File: src/rtl/sm_pkg.sv
package sm_pkg;
   // control register bit positions
   localparam int CTRL_W  = 3;
   localparam int CTL_VOP = 0;
   localparam int CTL_HOP = 1;
   localparam int CTL_IEN = 2;
   // status word bit positions
   localparam int ST_RDY  = 0;
   localparam int ST_OVF1 = 1;
   localparam int ST_OVF2 = 2;
   localparam int ST_VPOL = 3;
   localparam int ST_HPOL = 4;
   localparam int ST_HV   = 5;
   localparam int ST_VOP  = 6;
   localparam int ST_HOP  = 7;
   localparam int ST_IEN  = 8;
   localparam int STAT_W  = 9;
   // register addresses
   localparam logic ADDR_CNT = 1'b0;
   localparam logic ADDR_CTL = 1'b1;
   // sync channel indices
   localparam int CH_H = 0;
   localparam int CH_V = 1;
   localparam int N_CH = 2;

   typedef enum logic [1:0] {
      MS_ARM,
      MS_RUN,
      MS_DONE
   } meas_state_e;
endpackage

File: src/rtl/sm_sync_edge.sv
module sm_sync_edge #(
   parameter int STAGES = 2
) (
   input  logic clk,
   input  logic rst_n,
   input  logic din,
   output logic level,
   output logic rise
);
   logic [STAGES-1:0] chain_q;
   logic              last_q;

   generate
      if (STAGES < 2) begin : g_bad_stages
         $error("sm_sync_edge: STAGES must be at least 2");
      end
   endgenerate

   always_ff @(posedge clk or negedge rst_n) begin
      if (!rst_n) begin
         chain_q <= '0;
         last_q  <= 1'b0;
      end else begin
         chain_q <= {chain_q[STAGES-2:0], din};
         last_q  <= chain_q[STAGES-1];
      end
   end

   always_comb begin
      level = chain_q[STAGES-1];
      rise  = chain_q[STAGES-1] & ~last_q;
   end
endmodule

File: src/rtl/sm_pol_detect.sv
module sm_pol_detect #(
   parameter int POL_W = 16
) (
   input  logic clk,
   input  logic rst_n,
   input  logic level,
   input  logic rise,
   output logic pol_pos
);
   logic [POL_W-1:0] hi_q;
   logic [POL_W-1:0] lo_q;
   logic             seen_q;

   generate
      if (POL_W < 2) begin : g_bad_polw
         $error("sm_pol_detect: POL_W must be at least 2");
      end
   endgenerate

   always_ff @(posedge clk or negedge rst_n) begin
      if (!rst_n) begin
         hi_q    <= '0;
         lo_q    <= '0;
         seen_q  <= 1'b0;
         pol_pos <= 1'b0;
      end else if (rise) begin
         // close one full period, then start the next with this high cycle
         if (seen_q) pol_pos <= (hi_q < lo_q);
         seen_q <= 1'b1;
         hi_q   <= {{(POL_W-1){1'b0}}, 1'b1};
         lo_q   <= '0;
      end else if (level) begin
         if (hi_q != {POL_W{1'b1}}) hi_q <= hi_q + 1'b1;
      end else begin
         if (lo_q != {POL_W{1'b1}}) lo_q <= lo_q + 1'b1;
      end
   end
endmodule

File: src/rtl/sm_freq_count.sv
module sm_freq_count
   import sm_pkg::*;
#(
   parameter int CNT_W = 10
) (
   input  logic             clk,
   input  logic             rst_n,
   input  logic             tick,
   input  logic             win,
   input  logic             h_rise,
   input  logic             v_rise,
   input  logic             handoff,
   output logic [CNT_W-1:0] cnt,
   output logic             rdy,
   output logic             ovf1,
   output logic             ovf2,
   output logic             hv
);
   meas_state_e st_q;
   logic        bound_ev;
   logic        inc_ev;

   // hv = 0: vertical period in time-base ticks; hv = 1: line edges per window
   always_comb begin
      bound_ev = hv ? win    : v_rise;
      inc_ev   = hv ? h_rise : tick;
   end

   always_ff @(posedge clk or negedge rst_n) begin
      if (!rst_n) begin
         st_q <= MS_ARM;
         cnt  <= '0;
         rdy  <= 1'b0;
         ovf1 <= 1'b0;
         ovf2 <= 1'b0;
         hv   <= 1'b0;
      end else if (handoff) begin
         st_q <= MS_ARM;
         cnt  <= '0;
         rdy  <= 1'b0;
         ovf1 <= 1'b0;
         ovf2 <= 1'b0;
         hv   <= ~hv;
      end else begin
         case (st_q)
            MS_ARM: begin
               if (bound_ev) begin
                  st_q <= MS_RUN;
                  cnt  <= {{(CNT_W-1){1'b0}}, inc_ev};
               end
            end
            MS_RUN: begin
               if (bound_ev) begin
                  st_q <= MS_DONE;
                  rdy  <= 1'b1;
               end else if (inc_ev) begin
                  cnt <= cnt + 1'b1;
                  if (&cnt) begin
                     if (ovf1) begin
                        ovf1 <= 1'b0;
                        ovf2 <= 1'b1;
                        rdy  <= 1'b1;
                        st_q <= MS_DONE;
                     end else begin
                        ovf1 <= 1'b1;
                     end
                  end
               end
            end
            default: begin
               st_q <= MS_DONE;
            end
         endcase
      end
   end
endmodule

File: src/rtl/sync_meter.sv
module sync_meter
   import sm_pkg::*;
#(
   parameter  int CNT_W       = 10,
   parameter  int SYNC_STAGES = 2,
   parameter  int POL_W       = 16,
   localparam int RD_W        = (CNT_W > STAT_W) ? CNT_W : STAT_W
) (
   input  logic              clk,
   input  logic              rst_n,
   input  logic              tick_vclk,
   input  logic              win_strobe,
   input  logic              hsync_in,
   input  logic              vsync_in,
   input  logic              bus_addr,
   input  logic              bus_rd,
   input  logic              bus_wr,
   input  logic [CTRL_W-1:0] bus_wdata,
   output logic [RD_W-1:0]   bus_rdata,
   output logic              sync_irq,
   output logic              hsync_out,
   output logic              vsync_out
);
   generate
      if (CNT_W < 4) begin : g_bad_cntw
         $error("sync_meter: CNT_W must be at least 4");
      end
   endgenerate

   logic [N_CH-1:0]   raw_in;
   logic [N_CH-1:0]   lvl;
   logic [N_CH-1:0]   rise;
   logic [N_CH-1:0]   pol;
   logic [N_CH-1:0]   want_pos;
   logic [N_CH-1:0]   regen;
   logic [CTRL_W-1:0] ctl_q;
   logic [CNT_W-1:0]  cnt;
   logic              rdy;
   logic              ovf1;
   logic              ovf2;
   logic              hv;
   logic              handoff;

   always_comb begin
      raw_in[CH_H]   = hsync_in;
      raw_in[CH_V]   = vsync_in;
      want_pos[CH_H] = ctl_q[CTL_HOP];
      want_pos[CH_V] = ctl_q[CTL_VOP];
      handoff        = bus_rd && (bus_addr == ADDR_CNT);
   end

   // per-channel synchroniser, polarity detector and regenerator
   generate
      for (genvar ch = 0; ch < N_CH; ch++) begin : g_ch
         sm_sync_edge #(.STAGES(SYNC_STAGES)) u_sync (
            .clk   (clk),
            .rst_n (rst_n),
            .din   (raw_in[ch]),
            .level (lvl[ch]),
            .rise  (rise[ch])
         );
         sm_pol_detect #(.POL_W(POL_W)) u_pol (
            .clk     (clk),
            .rst_n   (rst_n),
            .level   (lvl[ch]),
            .rise    (rise[ch]),
            .pol_pos (pol[ch])
         );
         always_comb regen[ch] = lvl[ch] ^ (pol[ch] ^ want_pos[ch]);
      end
   endgenerate

   sm_freq_count #(.CNT_W(CNT_W)) u_cnt (
      .clk     (clk),
      .rst_n   (rst_n),
      .tick    (tick_vclk),
      .win     (win_strobe),
      .h_rise  (rise[CH_H]),
      .v_rise  (rise[CH_V]),
      .handoff (handoff),
      .cnt     (cnt),
      .rdy     (rdy),
      .ovf1    (ovf1),
      .ovf2    (ovf2),
      .hv      (hv)
   );

   always_ff @(posedge clk or negedge rst_n) begin
      if (!rst_n)                             ctl_q <= '0;
      else if (bus_wr && bus_addr == ADDR_CTL) ctl_q <= bus_wdata;
   end

   always_comb begin
      bus_rdata = '0;
      if (bus_addr == ADDR_CNT) begin
         bus_rdata[CNT_W-1:0] = cnt;
      end else begin
         bus_rdata[ST_RDY]  = rdy;
         bus_rdata[ST_OVF1] = ovf1;
         bus_rdata[ST_OVF2] = ovf2;
         bus_rdata[ST_VPOL] = pol[CH_V];
         bus_rdata[ST_HPOL] = pol[CH_H];
         bus_rdata[ST_HV]   = hv;
         bus_rdata[ST_VOP]  = ctl_q[CTL_VOP];
         bus_rdata[ST_HOP]  = ctl_q[CTL_HOP];
         bus_rdata[ST_IEN]  = ctl_q[CTL_IEN];
      end
      sync_irq  = rdy & ctl_q[CTL_IEN];
      hsync_out = regen[CH_H];
      vsync_out = regen[CH_V];
   end
endmodule

File: config.mk
export PLATFORM = sky130hd
export DESIGN_NAME = sync_meter
export DESIGN_NICKNAME = d
export VERILOG_FILES = /design/src/rtl/sm_pkg.sv /design/src/rtl/sm_sync_edge.sv /design/src/rtl/sm_pol_detect.sv /design/src/rtl/sm_freq_count.sv /design/src/rtl/sync_meter.sv
export SDC_FILE = /design/constraint.sdc
export NUM_CORES = 1
export LEC_CHECK = 0
export BUFFER_PORTS_ARGS = -buffer_cell sky130_fd_sc_hd__buf_4
export CAP_MARGIN = 20
export CORE_UTILIZATION = 39
export CTS_BUF_LIST = sky130_fd_sc_hd__clkbuf_4
export DETAILED_ROUTE_END_ITERATION = 10
export SLEW_MARGIN = 10
export SYNTH_ARGS = -nofsm -noshare
export SYNTH_HDL_FRONTEND = slang
export SYNTH_SLANG_ARGS = --single-unit
File: constraint.sdc
create_clock -name clk -period 2.1 [get_ports clk]
set_input_delay 0.42 -clock clk [delete_from_list [all_inputs] [get_ports clk]]
set_output_delay 0.42 -clock clk [all_outputs]
set_load 0.05 [all_outputs]
==> results of run 1 <==
## kinds of logic after synthesis
kind of cell               Yosys count  synth area share
buffers and inverters               56            0.0386
xor gates and xnor gates            36            0.0553
adders and majority gates           35            0.0767
and+or+nand+nor                    251             0.228
muxes                               22            0.0423
DFF                                 93             0.408
AOI/OAI and AO/OA                  130             0.152
## power by group
group | internal, mW | switching (mW) | total [mW]
logic | 0.531 | 0.796 | 1.33
clock network | 0.355 | 0.645 | 1.00
registers | 1.94 | 0.186 | 2.12
## routing by layer
layer	routed length, um	vias up
met4	271	0
met1	6100	2335
met5	0	-
li1	-	2354
met2	6240	76
met3	431	22
## repair_timing
item / CTS / global route
hold endpoints to repair: 25 / 1
gates resized for setup: 0 / 1
setup endpoints to repair: 0 / 3
hold buffers: 1 / 1
## final cells by class
class                   instances  area [um2]
flip-flops and latches         93        2330
clock inverters                 7        65.1
diodes                          1        2.50
well taps                     180         225
inverters                      38         143
multi-input cells             474        3170
fillers                      1381        7710
clock buffers                   9        67.6
repair buffers                 50         393
## cells in the mapped netlist, drive strengths merged (8+ instances only)
cell	number	area (um2)
nor2	52	195
nor4	10	68.8
nand2	54	203
and3	10	62.6
nand2b	12	75.1
dfrtp	93	2330
and4	9	78.8
nand4	18	113
ha	35	438
a31oi	8	50.1
nand3	41	205
inv	38	143
clkbuf	10	37.5
nor3	12	60.1
o21ai	29	145
mux2	17	191
buf	8	40.0
a21oi	38	190
xnor2	29	254
## per-stage QoR
step,utilization,power [mW]
6_report,0.453,4.45
4_1_cts,0.452,4.51
3_5_place_dp,0.442,3.49
3_3_place_gp,0.442,3.45
2_1_floorplan,-,3.04
5_1_grt,0.453,4.74
## worst max-delay path, cell delays in order (launching register included)
cell	delay, ns
dfrtp_1	0.39
ha_1	0.16
and4_1	0.32
nand4b_1	0.24
o21ai_0	0.35
mux2_2	0.38
## path summary, 6_finish.rpt
check,startpoint,to,cells after the start
worst min register to register,g_ch[1].u_sync.chain_q[0],g_ch[1].u_sync.chain_q[1],0
worst max-delay path,g_ch[0].u_pol.hi_q[1],g_ch[0].u_pol.hi_q[0],5
max in group asynchronous,rst_n,g_ch[0].u_pol.hi_q[5],3
worst min-delay path,hsync_in,g_ch[0].u_sync.chain_q[0],1
worst max register to register,g_ch[0].u_pol.hi_q[1],g_ch[0].u_pol.hi_q[0],5
min in group asynchronous,rst_n,ctl_q[2],2
## sequential cells by signal, indices dropped and copies added, names as in the netlist
signal and count:
g_ch.u_pol.seen_q 2, ctl_q 3, g_ch.u_pol.pol_pos 2, u_cnt.ovf1 1, g_ch.u_sync.chain_q 4, g_ch.u_pol.hi_q 32
u_cnt.ovf2 1, g_ch.u_sync.last_q 2, u_cnt.hv 1, u_cnt.cnt 10, g_ch.u_pol.lo_q 32, u_cnt.st_q 2
u_cnt.rdy 1
==> results.sh, run 1 <==
export IMPL_status="finished, final reports clean"
export IMPL_yosysUniqueCellTypes=59
export IMPL_place_congestion=0.858
export IMPL_syn_to_final_growth_pct=11.9
export IMPL_route_detailed_drc=0
export IMPL_first_pass_iters=4
export IMPL_setup_ws_ns=0.134
export IMPL_endpoint_kind="register"
export IMPL_setup_tns_final_ns=0
export IMPL_grtUsageMet2=0.314
export IMPL_clock_skew_ns=0.0222
export IMPL_setup_violations=0
export IMPL_htree_num_levels=3
export IMPL_preCtsSetupSlack_ns=0.119
export IMPL_die_w_um=123
export IMPL_slew_headroom=0.519
export IMPL_cts_buffers=9
export IMPL_instances_no_fill=852
export IMPL_postLayoutCellArea_um2=6390
export IMPL_wl_per_cell_um=15.3
export IMPL_drt_iter0_drc=264
export IMPL_clk_pin_slew_ns=0.16
export IMPL_tritoncts="built"
export IMPL_clkSinkCount=93
export IMPL_chipHeight_um=123
export IMPL_post_cts_buffers=0
export IMPL_min_period_ns=1.97
export IMPL_initial_core_util=0.405
export IMPL_arrival_ns=2.33
export IMPL_async_reset_ff_frac=1.00
export IMPL_worst_pin_slew_ns=0.713
export IMPL_drv_slew=0
export IMPL_rows=43
export IMPL_grt_start_max_net_pins=31
export IMPL_clockBufferDepth=2
export IMPL_whs_ns=0.0528
export IMPL_syn_instance_count=623
export IMPL_cp_max_fo=7
export IMPL_synthFlopType="dfrtp_1"
export IMPL_met1_usage=0.233
export IMPL_syn_num_nets=670
export IMPL_final_cell_mix="dfrtp_1, nand2_1, nor2_1"
export IMPL_numPortBuffers=24
export IMPL_crit_path_start_kind="register"
export IMPL_avgSynthCellArea_um2=9.16
export IMPL_maxCapViolations=0
export IMPL_period_share=0.936
export IMPL_use_met3=0.0406
export IMPL_rsz0062_at_grt="no"
export IMPL_ys_seq_area_frac=0.408
export IMPL_io_pins=25
export IMPL_totalWireLength_um=13000
export IMPL_core_um2=14100
export IMPL_p_per_area_nw_per_um2=696
export IMPL_dpl_cell_area_um2=6230
export IMPL_cts_root_buf="clkbuf_4"
export IMPL_path_class="reg -> reg"
export IMPL_reg2reg_slack_ns=0.13
export IMPL_busiest_layer="met2"
export IMPL_netlist_area_um2=5710
export IMPL_die_area_um2=15100
export IMPL_track_usage=0.187
export IMPL_peakVddDrop_uv=549
export IMPL_ys_seq_elements=93
export IMPL_grt_remaining_overflow=0
export IMPL_worstPathRequired_ns=2.47
export IMPL_final_nets=713
export IMPL_final_antenna_net_count=0
export IMPL_p_leak_nw=2.77
export IMPL_dp_hpwl_um=9730
export IMPL_drive_gt1_frac=0.128
export IMPL_synth_edf_count=0
export IMPL_finalHoldViolations=0
export IMPL_max_freq_mhz=509
export IMPL_final_common_cell="dfrtp_1"
export IMPL_dp_cells=833
export IMPL_grt_pass1_wl_um=21900
export IMPL_worstHoldPathType="in -> reg"
export IMPL_clk_latency_ns=0.48
export IMPL_grt_pass1_vias=4671
export IMPL_synth_warnings=0
export IMPL_vias=4787
export IMPL_antenna_found_initial=1
export IMPL_viasPerCell=5.62
No activity file was read; power rests on OpenSTA's default activity.
==> run 2: changes to the inputs <==
==> constraint.sdc (replaced) <==
create_clock -name clk -period 2.3 [get_ports clk]
set_input_delay 0.46 -clock clk [delete_from_list [all_inputs] [get_ports clk]]
set_output_delay 0.46 -clock clk [all_outputs]
set_load 0.05 [all_outputs]
==> run 2 against run 1 <==
Compared with the run above: worst hold slack improved by 0.046 ns; sequential share of layout area rose by 0.32 points; die area did not move; combinational power fell by 15%; clock power barely moved; register-to-register slack barely moved; routed wire length rose by 0.78%; clock skew rose by 0.0017 ns; first-iteration DRC count rose by 1.5%; clock-buffer cell count did not move; sequential power fell by 6%; fmax fell by 9.0%; critical path type unchanged; highest routed layer unchanged.
==> results.sh, run 2 (same netlist as run 1, synthesis figures left out) <==
export IMPL_status="finished, final reports clean"
export IMPL_max_stage_delay_ns=0.51
export IMPL_chipHeight_um=123
export IMPL_tritoncts="built"
export IMPL_post_cts_buffers=0
export IMPL_track_usage=0.190
export IMPL_grt_start_max_net_pins=44
export IMPL_syn_to_final_growth_pct=11.0
export IMPL_vias=4777
export IMPL_totalWireLength_um=13100
export IMPL_setup_violations=0
export IMPL_crit_path_start_kind="register"
export IMPL_maxCapViolations=0
export IMPL_peakVddDrop_uv=577
export IMPL_period_share=0.939
export IMPL_fillers=1386
export IMPL_worstHoldPathType="in -> reg"
export IMPL_postLayoutCellArea_um2=6330
export IMPL_final_cell_mix="dfrtp_1, nand2_1, nor2_1"
export IMPL_p_comb_frac=0.271
export IMPL_cts_root_buf="clkbuf_4"
export IMPL_drv_slew=0
export IMPL_viasPerCell=5.67
export IMPL_finalHoldViolations=0
export IMPL_place_congestion=0.859
export IMPL_reg2reg_slack_ns=0.14
export IMPL_cts_buffers=9
export IMPL_grt_pass1_wl_um=22400
export IMPL_grt_pass1_vias=4624
export IMPL_clkPwrFrac=0.247
export IMPL_arrival_ns=2.52
export IMPL_path_class="reg -> reg"
export IMPL_drt_iter0_drc=268
export IMPL_critPathBufInv=0
export IMPL_critical_path_top_delay_family="compound AO/OA/AOI/OAI gates"
export IMPL_antenna_found_initial=0
export IMPL_p_sw_mw=1.50
export IMPL_final_nets=704
export IMPL_clock_skew_ns=0.0240
export IMPL_route_detailed_drc=0
export IMPL_switching_share=0.361
export IMPL_slew_headroom=0.542
export IMPL_die_w_um=123
export IMPL_initial_core_util=0.405
export IMPL_cp_max_fo=10
export IMPL_dpl_cell_area_um2=6170
export IMPL_clk_pin_slew_ns=0.15
export IMPL_first_pass_iters=5
export IMPL_core_um2=14100
export IMPL_diodes=0
export IMPL_die_area_um2=15100
export IMPL_worst_pin_slew_ns=0.678
export IMPL_multi_input_area_um2=3160
export IMPL_clockBufferDepth=2
export IMPL_crit_slowest_cell="dfrtp_1"
export IMPL_max_freq_mhz=463
export IMPL_numPortBuffers=24
export IMPL_rsz0062_at_grt="no"
export IMPL_internal_power_mw=2.65
export IMPL_drive_gt1_frac=0.118
export IMPL_p_leak_nw=2.74
export IMPL_worstPathRequired_ns=2.66
export IMPL_wl_per_cell_um=15.6
export IMPL_final_antenna_net_count=0
export IMPL_rows=43
export IMPL_min_period_ns=2.16
export IMPL_setup_tns_final_ns=0
export IMPL_final_common_cell="dfrtp_1"
export IMPL_dp_hpwl_um=9590
export IMPL_endpoint_kind="register"
export IMPL_critical_path_cell_chain="nor3b_1, a211oi_1, a211oi_4, o21ai_0, a32o_1"
export IMPL_clk_latency_ns=0.48
export IMPL_p_per_area_nw_per_um2=654
export IMPL_clkSinkCount=93
export IMPL_io_pins=25
export IMPL_htree_num_levels=3
export IMPL_reg_largest_list="g_ch.u_pol.hi_q: 32 flops, g_ch.u_pol.lo_q: 32 flops, u_cnt.cnt: 10 flops"
export IMPL_grt_remaining_overflow=0
export IMPL_seq_area_um2=2330
export IMPL_p_seq_frac=0.482
-- run 2: changes by cell type in the layout (fill, tap and decap cells not counted) --
cell,delta
dlygate4sd3_1,-1
clkinv_2,+1
clkinv_1,-1
buf_4,-8
clkinvlp_4,-1
o21ai_0,+1
bufinv_16,+1
nor4_2,-1
nor4_1,+1
diode_2,-1
o21ai_1,-1
-- run 2: worst register-to-register path, stage by stage, from the launching register on --
cell and delay (ns):
dfrtp_1 0.51, nor3b_1 0.42, a211oi_1 0.19, a211oi_4 0.47
o21ai_0 0.17, a32o_1 0.29
-- run 2: path summary, 6_finish.rpt --
check | from | to | cells after the start
min in group asynchronous | rst_n | g_ch[0].u_pol.lo_q[2] | 2
max in group asynchronous | rst_n | g_ch[1].u_pol.lo_q[9] | 3
setup reg to reg | u_cnt.hv | u_cnt.cnt[2] | 5
setup / recovery | u_cnt.hv | u_cnt.cnt[2] | 5
hold / removal | vsync_in | g_ch[1].u_sync.chain_q[0] | 1
hold reg to reg | g_ch[1].u_sync.chain_q[0] | g_ch[1].u_sync.chain_q[1] | 0
-- run 2: power groups by stage --
stage / logic, mW / clock network (mW) / registers, mW
floorplan: 0.871 / 0 / 1.91
global placement: 1.11 / 0 / 2.00
detailed placement: 1.12 / 0 / 2.02
CTS: 1.13 / 1.06 / 1.99
global route: 1.24 / 1.12 / 2.02
finish: 1.13 / 1.02 / 2.00
-- run 2: stage by stage --
| step | cells | power, mW | util | setup WS [ns] | hold slack [ns] |
|---|---|---|---|---|---|
| global placement | 825 | 3.12 | 0.438 | 0.359 | 0.339 |
| CTS | 842 | 4.19 | 0.449 | 0.115 | 0.0603 |
| detailed placement | 825 | 3.15 | 0.438 | 0.202 | 0.349 |
| floorplan | 623 | 2.78 | - | 0.0528 | 0.164 |
| finish | 842 | 4.14 | 0.449 | 0.140 | 0.0991 |
| global route | 842 | 4.37 | 0.449 | 0.00207 | 0.0578 |
-- run 2: final cells by class --
cell class	count	share of cell area
well taps	180	0.0356
multi-input cells	474	0.499
repair buffers	41	0.0510
flip-flops and latches	93	0.367
inverters	38	0.0225
clock buffers	9	0.0107
clock inverters	7	0.0140
-- run 2: per-layer routing --
layer / global-route usage / up-vias / share of wire
met5: 0 / - / 0
met4: 0.0671 / 0 / 0.015
met3: 0.0429 / 15 / 0.045
li1: - / 2335 / -
met2: 0.316 / 111 / 0.48
met1: 0.242 / 2316 / 0.46
-- run 2: timing repair --
action	CTS	global route
endpoints found under the hold margin	29	0
hold buffers	1	0
gates resized for setup	0	0
